<file path="src/rtl/osd_cmd_pkg.sv">
package osd_cmd_pkg;
  localparam int CMD_W     = 3;
  localparam int HEAD_W    = 4;
  localparam int DATA_W    = 7;
  localparam int FIRST_CFG = 2;
  localparam int NUM_CFG   = 8 - FIRST_CFG;
  localparam int SLOT_W    = $clog2(NUM_CFG);

  typedef enum logic [CMD_W-1:0] {
    CMD_ADDR = 3'd0,
    CMD_CHAR = 3'd1,
    CMD_VPOS = 3'd2,
    CMD_HPOS = 3'd3,
    CMD_CTL1 = 3'd4,
    CMD_CTL2 = 3'd5,
    CMD_CTL3 = 3'd6,
    CMD_CTL4 = 3'd7
  } osd_cmd_e;

  // slot index of a configuration command
  function automatic logic [SLOT_W-1:0] cfg_slot(input logic [CMD_W-1:0] c);
    return SLOT_W'(c - CMD_W'(FIRST_CFG));
  endfunction
endpackage

</file>
<file path="src/rtl/osd_ser_shift.sv">
module osd_ser_shift #(
  parameter int SYNC = 2
) (
  input  logic       clk,
  input  logic       rst_n,
  input  logic       sel_n,
  input  logic       sclk,
  input  logic       sdata,
  output logic       byte_vld,
  output logic [7:0] byte_q,
  output logic       sel_rise
);
  logic [SYNC-1:0] s_sel, s_clk, s_dat;
  logic            sel_d, sclk_d;
  logic [6:0]      sh;
  logic [2:0]      cnt;
  logic            sel_act, clk_rise, dbit;

  always_ff @(posedge clk or negedge rst_n) begin
    if (!rst_n) begin
      s_sel  <= '1;
      s_clk  <= '1;
      s_dat  <= '0;
      sel_d  <= 1'b1;
      sclk_d <= 1'b1;
    end else begin
      s_sel  <= {s_sel[SYNC-2:0], sel_n};
      s_clk  <= {s_clk[SYNC-2:0], sclk};
      s_dat  <= {s_dat[SYNC-2:0], sdata};
      sel_d  <= s_sel[SYNC-1];
      sclk_d <= s_clk[SYNC-1];
    end
  end

  assign sel_act  = ~s_sel[SYNC-1];
  assign clk_rise = s_clk[SYNC-1] & ~sclk_d;
  assign sel_rise = s_sel[SYNC-1] & ~sel_d;
  assign dbit     = s_dat[SYNC-1];

  always_ff @(posedge clk or negedge rst_n) begin
    if (!rst_n) begin
      sh       <= '0;
      cnt      <= '0;
      byte_vld <= 1'b0;
      byte_q   <= '0;
    end else begin
      byte_vld <= 1'b0;
      if (!sel_act) begin
        cnt <= '0;
      end else if (clk_rise) begin
        sh  <= {sh[5:0], dbit};
        cnt <= cnt + 3'd1;
        if (cnt == 3'd7) begin
          byte_vld <= 1'b1;
          byte_q   <= {sh, dbit};
        end
      end
    end
  end
endmodule

</file>
<file path="src/rtl/osd_cmd_fsm.sv">
module osd_cmd_fsm
  import osd_cmd_pkg::*;
#(
  parameter int ROWS  = 12,
  parameter int COLS  = 24,
  parameter int ROW_W = $clog2(ROWS),
  parameter int COL_W = $clog2(COLS)
) (
  input  logic              clk,
  input  logic              rst_n,
  input  logic              byte_vld,
  input  logic [7:0]        byte_i,
  input  logic              sel_rise,
  output logic [CMD_W-1:0]  cmd_o,
  output logic              lock_o,
  output logic [ROW_W-1:0]  row_o,
  output logic [COL_W-1:0]  col_o,
  output logic [1:0]        attr_o,
  output logic              char_we_o,
  output logic [ROW_W-1:0]  char_row_o,
  output logic [COL_W-1:0]  char_col_o,
  output logic [DATA_W-1:0] char_code_o,
  output logic              head_we_o,
  output logic [SLOT_W-1:0] head_slot_o,
  output logic              data_we_o,
  output logic [SLOT_W-1:0] data_slot_o,
  output logic              clear_o,
  output logic              soft_rst_o,
  output logic              erase_o
);
  osd_cmd_e         cmd_q;
  logic [CMD_W-1:0] new_cmd;
  logic             is_cmd, ev_char, ev_soft, ev_erase;
  logic             ev_row, ev_col, ev_attr;
  logic [ROW_W+COL_W-1:0] nxt;

  function automatic logic [ROW_W+COL_W-1:0] step_addr(
    input logic [ROW_W-1:0] r, input logic [COL_W-1:0] c);
    logic [ROW_W-1:0] nr;
    logic [COL_W-1:0] nc;
    if (int'(c) == COLS - 1) begin
      nc = '0;
      nr = (int'(r) == ROWS - 1) ? '0 : r + 1'b1;
    end else begin
      nc = c + 1'b1;
      nr = r;
    end
    return {nr, nc};
  endfunction

  assign new_cmd  = byte_i[6:4];
  assign is_cmd   = byte_vld && byte_i[7] && !lock_o;
  assign ev_char  = byte_vld && lock_o;
  assign ev_soft  = is_cmd && (new_cmd == CMD_CTL1) && byte_i[3];
  assign ev_erase = is_cmd && (new_cmd == CMD_CTL1) && byte_i[2];
  assign ev_row   = is_cmd && (new_cmd == CMD_ADDR) && (int'(byte_i[3:0]) < ROWS);
  assign ev_attr  = is_cmd && (new_cmd == CMD_CHAR);
  assign ev_col   = byte_vld && !byte_i[7] && !lock_o && (cmd_q == CMD_ADDR)
                    && (int'(byte_i[4:0]) < COLS);

  assign head_we_o   = is_cmd && (int'(new_cmd) >= FIRST_CFG) && !ev_soft;
  assign head_slot_o = cfg_slot(new_cmd);
  assign data_we_o   = byte_vld && !byte_i[7] && !lock_o && (int'(cmd_q) >= FIRST_CFG);
  assign data_slot_o = cfg_slot(cmd_q);
  assign clear_o     = ev_soft;
  assign nxt         = step_addr(row_o, col_o);
  assign cmd_o       = cmd_q;

  always_ff @(posedge clk or negedge rst_n) begin
    if (!rst_n) begin
      cmd_q       <= CMD_ADDR;
      lock_o      <= 1'b0;
      row_o       <= '0;
      col_o       <= '0;
      attr_o      <= '0;
      char_we_o   <= 1'b0;
      char_row_o  <= '0;
      char_col_o  <= '0;
      char_code_o <= '0;
      soft_rst_o  <= 1'b0;
      erase_o     <= 1'b0;
    end else begin
      char_we_o  <= 1'b0;
      soft_rst_o <= ev_soft;
      erase_o    <= ev_erase;
      if (sel_rise) begin
        cmd_q  <= CMD_ADDR;
        lock_o <= 1'b0;
      end else if (ev_soft) begin
        cmd_q  <= CMD_ADDR;
        lock_o <= 1'b0;
        row_o  <= '0;
        col_o  <= '0;
        attr_o <= '0;
      end else if (ev_char) begin
        char_we_o   <= 1'b1;
        char_code_o <= byte_i[DATA_W-1:0];
        char_row_o  <= row_o;
        char_col_o  <= col_o;
        {row_o, col_o} <= nxt;
      end else if (is_cmd) begin
        cmd_q <= osd_cmd_e'(new_cmd);
        if (ev_row)  row_o <= ROW_W'(byte_i[3:0]);
        if (ev_attr) begin
          attr_o <= byte_i[1:0];
          lock_o <= 1'b1;
        end
      end else if (ev_col) begin
        col_o <= COL_W'(byte_i[4:0]);
      end
    end
  end
endmodule

</file>
<file path="src/rtl/osd_cfg_regs.sv">
module osd_cfg_regs
  import osd_cmd_pkg::*;
#(
  parameter int NUM = NUM_CFG,
  parameter int HW  = HEAD_W,
  parameter int DW  = DATA_W
) (
  input  logic              clk,
  input  logic              rst_n,
  input  logic              clear,
  input  logic              head_we,
  input  logic [SLOT_W-1:0] head_slot,
  input  logic [HW-1:0]     head_val,
  input  logic              data_we,
  input  logic [SLOT_W-1:0] data_slot,
  input  logic [DW-1:0]     data_val,
  output logic [NUM*HW-1:0] head_flat,
  output logic [NUM*DW-1:0] data_flat
);
  for (genvar g = 0; g < NUM; g++) begin : g_slot
    logic [HW-1:0] head_q;
    logic [DW-1:0] data_q;
    always_ff @(posedge clk or negedge rst_n) begin
      if (!rst_n) begin
        head_q <= '0;
        data_q <= '0;
      end else if (clear) begin
        head_q <= '0;
        data_q <= '0;
      end else begin
        if (head_we && head_slot == SLOT_W'(g)) head_q <= head_val;
        if (data_we && data_slot == SLOT_W'(g)) data_q <= data_val;
      end
    end
    assign head_flat[g*HW +: HW] = head_q;
    assign data_flat[g*DW +: DW] = data_q;
  end
endmodule

</file>
<file path="src/rtl/osd_cmd_rx.sv">
module osd_cmd_rx
  import osd_cmd_pkg::*;
#(
  parameter int ROWS  = 12,
  parameter int COLS  = 24,
  parameter int SYNC  = 2,
  parameter int ROW_W = $clog2(ROWS),
  parameter int COL_W = $clog2(COLS)
) (
  input  logic                      clk,
  input  logic                      rst_n,
  input  logic                      sel_n,
  input  logic                      sclk,
  input  logic                      sdata,
  output logic                      char_we,
  output logic [ROW_W-1:0]          char_row,
  output logic [COL_W-1:0]          char_col,
  output logic [DATA_W-1:0]         char_code,
  output logic [1:0]                char_attr,
  output logic [ROW_W-1:0]          addr_row,
  output logic [COL_W-1:0]          addr_col,
  output logic [NUM_CFG*HEAD_W-1:0] cfg_head,
  output logic [NUM_CFG*DATA_W-1:0] cfg_data,
  output logic                      soft_rst,
  output logic                      erase_req
);
  logic              byte_vld_w, sel_rise_w, lock_w;
  logic [7:0]        byte_w;
  logic [CMD_W-1:0]  cmd_w;
  logic              head_we_w, data_we_w, clear_w;
  logic [SLOT_W-1:0] head_slot_w, data_slot_w;

  osd_ser_shift #(.SYNC(SYNC)) shift_i (
    .clk(clk), .rst_n(rst_n), .sel_n(sel_n), .sclk(sclk), .sdata(sdata),
    .byte_vld(byte_vld_w), .byte_q(byte_w), .sel_rise(sel_rise_w)
  );

  osd_cmd_fsm #(.ROWS(ROWS), .COLS(COLS), .ROW_W(ROW_W), .COL_W(COL_W)) fsm_i (
    .clk(clk), .rst_n(rst_n), .byte_vld(byte_vld_w), .byte_i(byte_w),
    .sel_rise(sel_rise_w), .cmd_o(cmd_w), .lock_o(lock_w),
    .row_o(addr_row), .col_o(addr_col), .attr_o(char_attr),
    .char_we_o(char_we), .char_row_o(char_row), .char_col_o(char_col),
    .char_code_o(char_code), .head_we_o(head_we_w), .head_slot_o(head_slot_w),
    .data_we_o(data_we_w), .data_slot_o(data_slot_w), .clear_o(clear_w),
    .soft_rst_o(soft_rst), .erase_o(erase_req)
  );

  osd_cfg_regs regs_i (
    .clk(clk), .rst_n(rst_n), .clear(clear_w),
    .head_we(head_we_w), .head_slot(head_slot_w), .head_val(byte_w[HEAD_W-1:0]),
    .data_we(data_we_w), .data_slot(data_slot_w), .data_val(byte_w[DATA_W-1:0]),
    .head_flat(cfg_head), .data_flat(cfg_data)
  );
endmodule

</file>
<file path="config.mk">
export PLATFORM = sky130hd
export DESIGN_NAME = osd_cmd_rx
export DESIGN_NICKNAME = d
export VERILOG_FILES = /design/src/rtl/osd_cmd_pkg.sv /design/src/rtl/osd_ser_shift.sv /design/src/rtl/osd_cmd_fsm.sv /design/src/rtl/osd_cfg_regs.sv /design/src/rtl/osd_cmd_rx.sv
export SDC_FILE = /design/constraint.sdc
export NUM_CORES = 1
export LEC_CHECK = 0
export ABC_AREA = 1
export BUFFER_PORTS_ARGS = -buffer_cell sky130_fd_sc_hd__buf_4
export CAP_MARGIN = 20
export CORE_UTILIZATION = 35
export CTS_CLUSTER_DIAMETER = 200
export DETAILED_ROUTE_END_ITERATION = 6
export MAX_ROUTING_LAYER = met4
export RECOVER_POWER = 50
export REMOVE_ABC_BUFFERS = 1
export SYNTH_ARGS = -nofsm -noshare
export SYNTH_HDL_FRONTEND = slang
export SYNTH_SLANG_ARGS = --single-unit
</file>
<file path="constraint.sdc">
create_clock -name clk -period 3.2 [get_ports clk]
set_input_delay 0.96 -clock clk [delete_from_list [all_inputs] [get_ports clk]]
set_output_delay 0.96 -clock clk [all_outputs]
set_load 0.05 [all_outputs]
</file>
==> results of run 1 <==
[state kept, by name (all words and copies together) (netlist names), 5 cells and up]
register	count
fsm_i.char_col_o	5
fsm_i.col_o	5
fsm_i.char_code_o	7
shift_i.sh	7
regs_i.g_slot.data_q	42
shift_i.byte_q	8
regs_i.g_slot.head_q	24
[cells in the mapped netlist, drive strengths merged]
master / instances / area share, %
a211oi: 1 / 0.14
a21oi: 6 / 0.86
a22o: 2 / 0.33
buf: 16 / 2.4
clkbuf: 9 / 0.72
clkinv: 1 / 0.071
dfrtp: 121 / 58
dfstp: 6 / 3.0
ha: 6 / 1.4
inv: 40 / 2.9
nand2: 101 / 7.4
nand3: 90 / 8.9
nand4: 8 / 1.2
nor2: 30 / 2.3
nor3: 4 / 0.38
o21ai: 108 / 10
[power by group through the flow]
stage | sequential [mW] | combinational (mW) | clock [mW]
6_report | 1.65 | 0.0839 | 1.85
5_1_grt | 1.66 | 0.103 | 1.96
4_1_cts | 1.65 | 0.0909 | 1.89
3_5_place_dp | 1.68 | 0.0902 | 0
3_3_place_gp | 1.68 | 0.0872 | 0
2_1_floorplan | 1.68 | 0.0392 | 0
[metal layers]
| metal | global-route usage, % | up-vias | part of all wire [%] |
|---|---|---|---|
| met5 | - | - | 0 |
| li1 | - | 2050 | - |
| met1 | 23.8 | 2022 | 47 |
| met4 | 5.53 | 0 | 0.98 |
| met3 | 5.20 | 12 | 4.8 |
| met2 | 25.8 | 105 | 47 |
[stage by stage]
step                cell area, um^2  hold slack (ns)  power, mW  utilization (%)
floorplan                      5080            0.331       1.72                -
global placement               6110            0.332       1.77             41.9
detailed placement             6110            0.347       1.77             41.9
CTS                            6670            0.355       3.63             45.7
global route                   6590            0.360       3.72             45.2
finish                         6590            0.354       3.59             45.2
[final cells by class]
type,instances,area [um^2]
fill,1426,8000
sequential,127,3190
multi-input combinational,356,1740
timing repair buffer,104,718
clock buffer,26,479
tap,184,230
inverter,41,154
clock inverter,6,83.8
[worst max path at each step]
stage	start	to	slack (ns)	depth (start not counted)
finish	rst_n	regs_i.g_slot[5].data_q[4]	0.91	2
CTS	shift_i.byte_q[5]	fsm_i.attr_o[1]	0.99	7
detailed placement	shift_i.byte_q[5]	fsm_i.attr_o[0]	1.00	7
global route	rst_n	regs_i.g_slot[5].data_q[4]	0.53	2
global placement	shift_i.byte_q[5]	fsm_i.cmd_o[2]	1.07	7
floorplan	shift_i.byte_q[5]	fsm_i.row_o[2]	1.12	6
[cell families after synthesis]
family / count (synthesis)
AO/OA/AOI/OAI: 117
adder cells (fa/ha/maj): 6
buffers and inverters: 66
flip-flops: 127
AND/OR/NAND/NOR: 233
==> summary.txt, run 1 <==
Route
  – Drt first-iter violations: 290
  – Avg Vias per Cell: 4.96
  – Total number of vias: 4189
  – Routed Antenna Nets: 0
  – Pre-antenna DRT Iters: 4
  – Routed length per instance: 15.1 um
  – Total detailed-routing wirelength: 12700 um
  – DRC Markers: 0

Critical path
  – Signal arrival time at the worst endpoint: 2.57 ns
  – Max incr delay on CP: 1.15 ns
  – Buffers and inverters on the worst path: 2
  – Cells along the critical path: buf_4 -> clkbuf_2
  – Kind of end point of the critical path: asynchronous set/reset pin
  – Endpoint of the worst-slack reg-to-reg timing path: fsm_i.attr_o[1]
  – Element type at the critical path start: input port
  – Type of the worst setup path: input port to asynchronous set/reset pin
  – Required time worst endpoint: 3.48 ns
  – Slowest cell on the critical path: sky130_fd_sc_hd__clkbuf_2
  – Critical R2R Launch: shift_i.byte_q[5]
  – Dominant delay contributor by cell family on the critical path: buffers and inverters
  – Worst Path Max Fanout: 58
  – Number of cells on the worst reg-to-reg path: 7
  – Worst R2R Setup Slack: 1.00 ns

Die
  – Std-Cell Core Area: 14600 um^2
  – DIE HEIGHT: 124 um
  – Top Ports: 101
  – Num rows: 44
  – Die X-Extent: 124 um
  – Total Die Area: 15500 um^2
  – Starting Density: 36.0%

STA
  – Final setup viols: 0
  – Final count of pins violating max slew: 0
  – Fin worst setup slack: 0.910 ns
  – Tightest Pin Transition: 1.44 ns
  – Top achievable clock speed: 437 MHz
  – Total negative slack for setup checks: 0 ns
  – Final period util: 71.6%
  – Setup repair after global routing missed its margin: false
  – Final worst clock skew: 0.0105 ns
  – Rel. slew slack: 3.93%
  – Final hold viol count: 0
  – Final critical path time including I/O delays and setup: 2.29 ns

Global route
  – Number of global-route vias before repair: 4030
  – Overflow after GRT: 0
  – Global routing usage summed across all routing layers: 17.7%
  – Antenna violations before repair: 0
  – Wire length of the first global-routing pass: 20900 um
  – Pin count of the biggest net entering global routing: 59

Placed design
  – RD Place Congestion: 0.813
  – Pre-CTS worst setup slack: 1.00 ns
  – Placed instance count: 812
  – Detailed placer's ending HPWL: 8620 um
  – Port Buffers: 100

Yosys
  – Area fraction in compound gates after synthesis: 11.6%
  – Combined area of all synthesized cells: 5250 um^2
  – Number of unique standard cell types used by synthesis: 27
  – Adder-cell area share of the yosys netlist: 1.43%
  – Proportion of synthesized chip area in sequential cells: 60.7%
  – Combinational family with the most area after synthesis: simple AND/OR/NAND/NOR gates
  – XOR/XNOR share of the synthesized area: 0%
  – Fraction of the mapped netlist area in simple logic gates: 20.2%
  – Mux share of post-synthesis cell area: 0%
  – Total of warnings raised by yosys: 0
  – Mean area per synthesized cell: 9.56 um^2
  – Synthesized instance count: 549
  – Number of storage elements in the synthesis netlist: 127

Clocking
  – Clock Tree Root: sky130_fd_sc_hd__clkbuf_16
  – CTS sink cnt: 127
  – Total clock buffers created by CTS: 17
  – Number of hold-repair buffers added at the cts stage: 0
  – Clk slew on worst S/H paths: 0.05 ns
  – Post-CTS setup-driven buffer insertion count: 0
  – H-tree levels: 4
  – Worst-case clock buffer depth: 2
  – TritonCTS clock tree: built
  – Number of instances resized during post-cts repair: 0
  – Clock Latency Late Sink: 0.42 ns

Power
  – Clock Power Share: 51.5%
  – Proportion of power drawn by flip-flops and latches: 46.1%
  – Net switching power: 0.743 mW
  – Combinational power share: 2.3%
  – Switching part of the total: 20.7%
  – Static leakage: 3.18 nW
  – P_int: 2.84 mW
  – Worst vdd rail ir drop: 0.323 mV
  – PD cells: 544 nW/um^2

Finish
  – Post-route non-filler standard cell count: 844
  – Final-stage net count: 658
  – Number of diodes: 0
  – Commonest non-fill, non-tap cell in the layout: sky130_fd_sc_hd__dfrtp_1
  – Commonest cells after routing, fill and taps aside: 121 x sky130_fd_sc_hd__dfrtp_1, 98 x sky130_fd_sc_hd__nand2_1, 92 x sky130_fd_sc_hd__o21ai_0, 87 x sky130_fd_sc_hd__nand3_1, 84 x sky130_fd_sc_hd__buf_4
  – Fraction of final layout cells sized beyond drive strength 1: 19.4%
  – Area growth, synth to finish: 25.7%

Min path
  – Count of cells along the worst hold path: 0
  – Startpoint of the worst hold path: shift_i.s_clk[0]
  – Min-Delay Endpoint: shift_i.s_clk[1]
  – Type of the worst min-delay path: flip-flop to flip-flop

Outcome
  – Result of the run: finished, final reports clean

Run
  – Count of maximum capacitance violations: 0
(Power assumes the default switching activity.)
==> run 2, diff against run 1 <==
==> constraint.sdc (replaced) <==
create_clock -name clk -period 1.9 [get_ports clk]
set_input_delay 0.57 -clock clk [delete_from_list [all_inputs] [get_ports clk]]
set_output_delay 0.57 -clock clk [all_outputs]
set_load 0.05 [all_outputs]
==> run 2 against run 1 <==
  * Global-route usage increased by 0.99 points
  * Wire length increased by 5.5%
  * Critical path depth increased by 4
  * Sequential cell count unchanged
  * Non-clock buffer count increased by 19
  * Sequential share of layout area decreased by 1.1 points
  * Combinational power increased by 76%
  * Final area increased by 2.4%
  * Clock power increased by 66%
  * Hold slack got worse by 0.096 ns
  * First-iteration DRC count decreased by 6.6%
  * Highest routed layer unchanged
==> summary.txt, run 2 (synthesis results as in run 1) <==
Finish
  – Post-route non-filler standard cell count: 861
  – Area used by multi-input combinational logic: 1760 um^2
  – Core Util, Final: 46.3%
  – Largest register by flop count: regs_i.g_slot.data_q
  – Fillcell total: 1396
  – Commonest cells after routing, fill and taps aside: 120 x sky130_fd_sc_hd__dfrtp_1, 95 x sky130_fd_sc_hd__nand2_1, 92 x sky130_fd_sc_hd__o21ai_0, 85 x sky130_fd_sc_hd__nand3_1, 85 x sky130_fd_sc_hd__buf_4
  – Cell area after layout: 6760 um^2
  – Fraction of final layout cells sized beyond drive strength 1: 25.3%
  – Max FFs per register: 42
  – Number of diodes: 0
  – Storage element area: 3190 um^2
  – Commonest non-fill, non-tap cell in the layout: sky130_fd_sc_hd__dfrtp_1
  – Regs by FF count: regs_i.g_slot.data_q x42, regs_i.g_slot.head_q x24, shift_i.byte_q x8
  – Area growth, synth to finish: 28.8%
  – Final-stage net count: 677

Die
  – Starting Density: 36.0%
  – Die X-Extent: 124 um
  – Std-Cell Core Area: 14600 um^2
  – DIE HEIGHT: 124 um
  – Total Die Area: 15500 um^2
  – Top Ports: 101
  – Num rows: 44

Power
  – PD cells: 891 nW/um^2
  – Worst vdd rail ir drop: 0.548 mV
  – Static leakage: 3.32 nW

STA
  – Worst hold margin: 0.257 ns
  – Tightest Pin Transition: 0.910 ns
  – Final critical path time including I/O delays and setup: 1.74 ns
  – Top achievable clock speed: 574 MHz
  – Final hold viol count: 0
  – Final setup viols: 0
  – Final period util: 91.7%
  – Rel. slew slack: 39.3%
  – Final worst clock skew: 0.00982 ns
  – Final count of pins violating max slew: 0

Run
  – Count of maximum capacitance violations: 0

Min path
  – Type of the worst min-delay path: input port to flip-flop

Clocking
  – Clock Tree Root: sky130_fd_sc_hd__clkbuf_16
  – TritonCTS clock tree: built
  – Worst-case clock buffer depth: 2
  – CTS sink cnt: 127
  – Clock Latency Late Sink: 0.42 ns
  – Clk slew on worst S/H paths: 0.06 ns
  – Total clock buffers created by CTS: 17
  – H-tree levels: 4
  – Number of hold-repair buffers added at the cts stage: 0

Route
  – Total detailed-routing wirelength: 13400 um
  – Avg Vias per Cell: 5.00
  – Drt first-iter violations: 271
  – Routed Antenna Nets: 0
  – Routed length per instance: 15.6 um
  – DRC Markers: 0
  – Total number of vias: 4306
  – Pre-antenna DRT Iters: 5

Global route
  – Global routing usage summed across all routing layers: 18.7%
  – Number of global-route vias before repair: 4298
  – Antenna violations before repair: 0
  – Pin count of the biggest net entering global routing: 75
  – Wire length of the first global-routing pass: 22200 um
  – Overflow after GRT: 0

Placed design
  – Placed instance count: 831
  – RD Place Congestion: 0.860
  – Detailed placer's ending HPWL: 9340 um
  – Port Buffers: 100
  – Cell area reported after detailed placement: 6300 um^2

Critical path
  – Required time worst endpoint: 2.23 ns
  – Element type at the critical path start: flip-flop
  – Signal arrival time at the worst endpoint: 2.07 ns
  – Type of the worst setup path: flip-flop to flip-flop
  – Worst Path Max Fanout: 74
  – Kind of end point of the critical path: flip-flop

Outcome
  – Result of the run: finished, final reports clean
-- run 2: layout make-up --
class | instances | area share [%]
Sequential cell | 127 | 47.2
Inverter | 41 | 2.28
Clock buffer | 24 | 7.43
Multi-Input combinational cell | 356 | 26.1
Tap cell | 184 | 3.41
Timing Repair Buffer | 123 | 12.8
Clock inverter | 6 | 0.852
-- run 2: report_power, final --
group,leakage (nW),switching [mW],internal (mW)
registers,1.74,0.0269,2.76
logic,1.30,0.112,0.0361
clock network,0.278,1.13,1.95
total,3.32,1.27,4.74
-- run 2: worst paths after layout --
| kind | start | to | slack, ns | cells past startpoint |
|---|---|---|---|---|
| max reg2reg | shift_i.byte_q[5] | regs_i.g_slot[2].head_q[2] | 0.16 | 6 |
| max | shift_i.byte_q[5] | regs_i.g_slot[2].head_q[2] | 0.16 | 6 |
| min | sclk | shift_i.s_clk[0] | 0.26 | 1 |
| min reg2reg | shift_i.s_clk[0] | shift_i.s_clk[1] | 0.36 | 0 |
| min in group asynchronous | rst_n | shift_i.sh[0] | 0.28 | 1 |
| max in group asynchronous | rst_n | regs_i.g_slot[2].data_q[3] | 0.31 | 2 |
-- run 2: repair_timing --
action	4_1_cts	5_1_grt
buffers inserted	0	0
resized for setup	0	7
endpoints found under the setup margin	0	19
-- run 2: stage by stage --
step | total power [mW] | setup WS (ns) | setup TNS (ns)
after floorplan | 2.89 | -0.178 | -7.79
after global placement | 2.99 | 0.242 | 0
after detailed placement | 3.00 | 0.129 | 0
after CTS | 6.10 | 0.100 | 0
after global routing | 6.23 | -0.0178 | -0.0331
final | 6.02 | 0.157 | 0
-- run 2: critical path, cell delays in order (launching register included) --
cell and delay [ns]:
sky130_fd_sc_hd__dfrtp_1 0.44, sky130_fd_sc_hd__nor2_1 0.25, sky130_fd_sc_hd__nand4_4 0.21, sky130_fd_sc_hd__buf_12 0.28, sky130_fd_sc_hd__nand3_1 0.26, sky130_fd_sc_hd__nand3_1 0.10
sky130_fd_sc_hd__o21ai_0 0.10
-- run 2: layer usage --
layer | part of all wire, % | global-route usage [%] | vias up
li1 | - | - | 2081
met1 | 44 | 23.2 | 2072
met2 | 49 | 29.1 | 132
met3 | 4.8 | 4.94 | 21
met4 | 2.1 | 7.58 | 0
met5 | 0 | - | -
==> run 3, diff against run 2 <==
--- a/config.mk
+++ b/config.mk
@@ -11,6 +11,7 @@
 export CORE_UTILIZATION = 35
 export CTS_CLUSTER_DIAMETER = 200
 export DETAILED_ROUTE_END_ITERATION = 6
+export GPL_TIMING_DRIVEN = 0
 export MAX_ROUTING_LAYER = met4
 export RECOVER_POWER = 50
 export REMOVE_ABC_BUFFERS = 1
==> run 3 against run 2 <==
  * Largest power group unchanged
  * Critical path depth is the same
  * Register-to-register slack hardly changed
  * Final cell count is 1.0% lower
  * Power is 0.34% higher
  * Sequential share of layout area down 0.28 points
==> summary.txt, run 3 (synthesis results as in run 1) <==
Clocking
  – TritonCTS clock tree: built
  – Total clock buffers created by CTS: 17
  – H-tree levels: 4
  – CTS sink cnt: 127
  – Clock Tree Root: sky130_fd_sc_hd__clkbuf_16
  – Worst-case clock buffer depth: 2
  – Clock Latency Late Sink: 0.41 ns
  – Clk slew on worst S/H paths: 0.05 ns

Critical path
  – Type of the worst setup path: flip-flop to flip-flop
  – Required time worst endpoint: 2.17 ns
  – Slowest cell on the critical path: sky130_fd_sc_hd__dfrtp_1
  – Cells along the critical path: nand2_1 -> nor2_4 -> nand4_4 -> buf_12 -> nand2_2 -> o21ai_0
  – Kind of end point of the critical path: flip-flop
  – Worst Path Max Fanout: 13
  – Element type at the critical path start: flip-flop
  – Max incr delay on CP: 0.40 ns
  – Signal arrival time at the worst endpoint: 2.02 ns

Finish
  – Final-stage net count: 668
  – Cell area after layout: 6800 um^2
  – Commonest non-fill, non-tap cell in the layout: sky130_fd_sc_hd__dfrtp_1
  – Max FFs per register: 42
  – Number of diodes: 0
  – Fraction of final layout cells sized beyond drive strength 1: 26.0%
  – Regs by FF count: regs_i.g_slot.data_q x42, regs_i.g_slot.head_q x24, shift_i.byte_q x8
  – Commonest cells after routing, fill and taps aside: 119 x sky130_fd_sc_hd__dfrtp_1, 92 x sky130_fd_sc_hd__nand2_1, 92 x sky130_fd_sc_hd__o21ai_0, 85 x sky130_fd_sc_hd__nand3_1, 81 x sky130_fd_sc_hd__buf_4
  – Largest register by flop count: regs_i.g_slot.data_q
  – Area growth, synth to finish: 29.6%

STA
  – Rel. slew slack: 63.3%
  – Final critical path time including I/O delays and setup: 1.75 ns
  – Final hold viol count: 0
  – Setup repair after global routing missed its margin: false
  – Total negative slack for setup checks: 0 ns
  – Final count of pins violating max slew: 0
  – Final period util: 92.0%
  – Final worst clock skew: 0.00616 ns
  – Tightest Pin Transition: 0.551 ns
  – Final setup viols: 0
  – Top achievable clock speed: 572 MHz

Placed design
  – RD Place Congestion: 0.828
  – Cell area reported after detailed placement: 6120 um^2
  – Port Buffers: 100
  – Detailed placer's ending HPWL: 8390 um

Run
  – Count of maximum capacitance violations: 0

Global route
  – Overflow after GRT: 0
  – Wire length of the first global-routing pass: 21800 um
  – Pin count of the biggest net entering global routing: 103
  – Number of global-route vias before repair: 4224
  – Antenna violations before repair: 0
  – Global routing usage summed across all routing layers: 18.6%

Route
  – Drt first-iter violations: 352
  – Routed Antenna Nets: 0
  – Avg Vias per Cell: 5.04
  – DRC Markers: 0
  – Total detailed-routing wirelength: 13500 um
  – Total number of vias: 4290
  – Routed length per instance: 15.8 um
  – Pre-antenna DRT Iters: 5

Outcome
  – Result of the run: finished, final reports clean

Die
  – Std-Cell Core Area: 14600 um^2
  – Total Die Area: 15500 um^2
  – Num rows: 44
  – DIE HEIGHT: 124 um
  – Top Ports: 101
  – Starting Density: 36.0%
  – Die X-Extent: 124 um

Power
  – Static leakage: 3.29 nW
  – PD cells: 888 nW/um^2
  – Worst vdd rail ir drop: 0.549 mV
  – Total Power: 6.04 mW

Min path
  – Type of the worst min-delay path: input port to asynchronous set/reset pin
[run 3: cell types whose count changed in the layout (fill, tap and decap cells not counted), sizes merged]
cell | previous run | this run
clkinvlp | 1 | 5
clkbuf | 60 | 49
nand4 | 8 | 10
bufinv | 1 | 2
inv | 40 | 37
buf | 87 | 85
[run 3: where the power goes]
group / internal [mW] / total (mW) / switching, mW
registers: 2.76 / 2.79 / 0.0273
clock network: 1.97 / 3.10 / 1.13
logic: 0.0394 / 0.150 / 0.111
total: 4.77 / 6.04 / 1.26
[run 3: metrics by stage]
stage	setup WS, ns	utilization (%)	cells	hold WS [ns]
6_report	0.152	46.6	852	0.0166
3_5_place_dp	-0.622	41.9	810	0.341
2_1_floorplan	-0.178	-	524	0.274
3_3_place_gp	-1.14	41.6	808	0.337
4_1_cts	0.00366	46.4	845	0.00949
5_1_grt	0.00632	46.6	852	0.0129
[run 3: path summary, 6_finish.rpt]
path / start / endpoint / slack [ns] / cells after the start
hold / removal: rst_n / fsm_i.row_o[3] / 0.02 / 1
hold reg to reg: shift_i.s_dat[0] / shift_i.s_dat[1] / 0.35 / 0
setup / recovery: shift_i.byte_q[7] / regs_i.g_slot[2].head_q[0] / 0.15 / 6
min in group clk: sclk / shift_i.s_clk[0] / 0.26 / 1
max in group asynchronous: rst_n / regs_i.g_slot[3].data_q[1] / 1.07 / 2
setup reg to reg: shift_i.byte_q[7] / regs_i.g_slot[2].head_q[0] / 0.15 / 6
[run 3: per-layer routing]
layer	global-route usage (%)	part of all wire [%]	wire, um
met5	-	0	0
met4	6.02	1.3	178
met3	5.24	4.5	607
met2	27.9	47	6320
met1	24.3	47	6380
[run 3: critical path, delay by kind of cell (launching register included)]
family	cells	cell delay [ns]
flip-flops	1	0.40
AO/OA/AOI/OAI	1	0.17
buffers and inverters	1	0.18
AND/OR/NAND/NOR	4	0.86
[run 3: repair_timing]
action | 4_1_cts | 5_1_grt
setup buffers | 3 | 6
pin swaps | 1 | 1
hold buffers | 0 | 0
setup endpoints to repair | 89 | 49
gates resized for setup | 13 | 8
cloned | 2 | 1
[run 3: final cells by class]
class / count / area [um^2]
clock buffers: 23 / 468
clock inverters: 7 / 87.6
fillers: 1393 / 7790
inverters: 41 / 165
multi-input cells: 358 / 1830
flip-flops and latches: 127 / 3190
well taps: 184 / 230
repair buffers: 111 / 825
repair inverters: 1 / 7.51
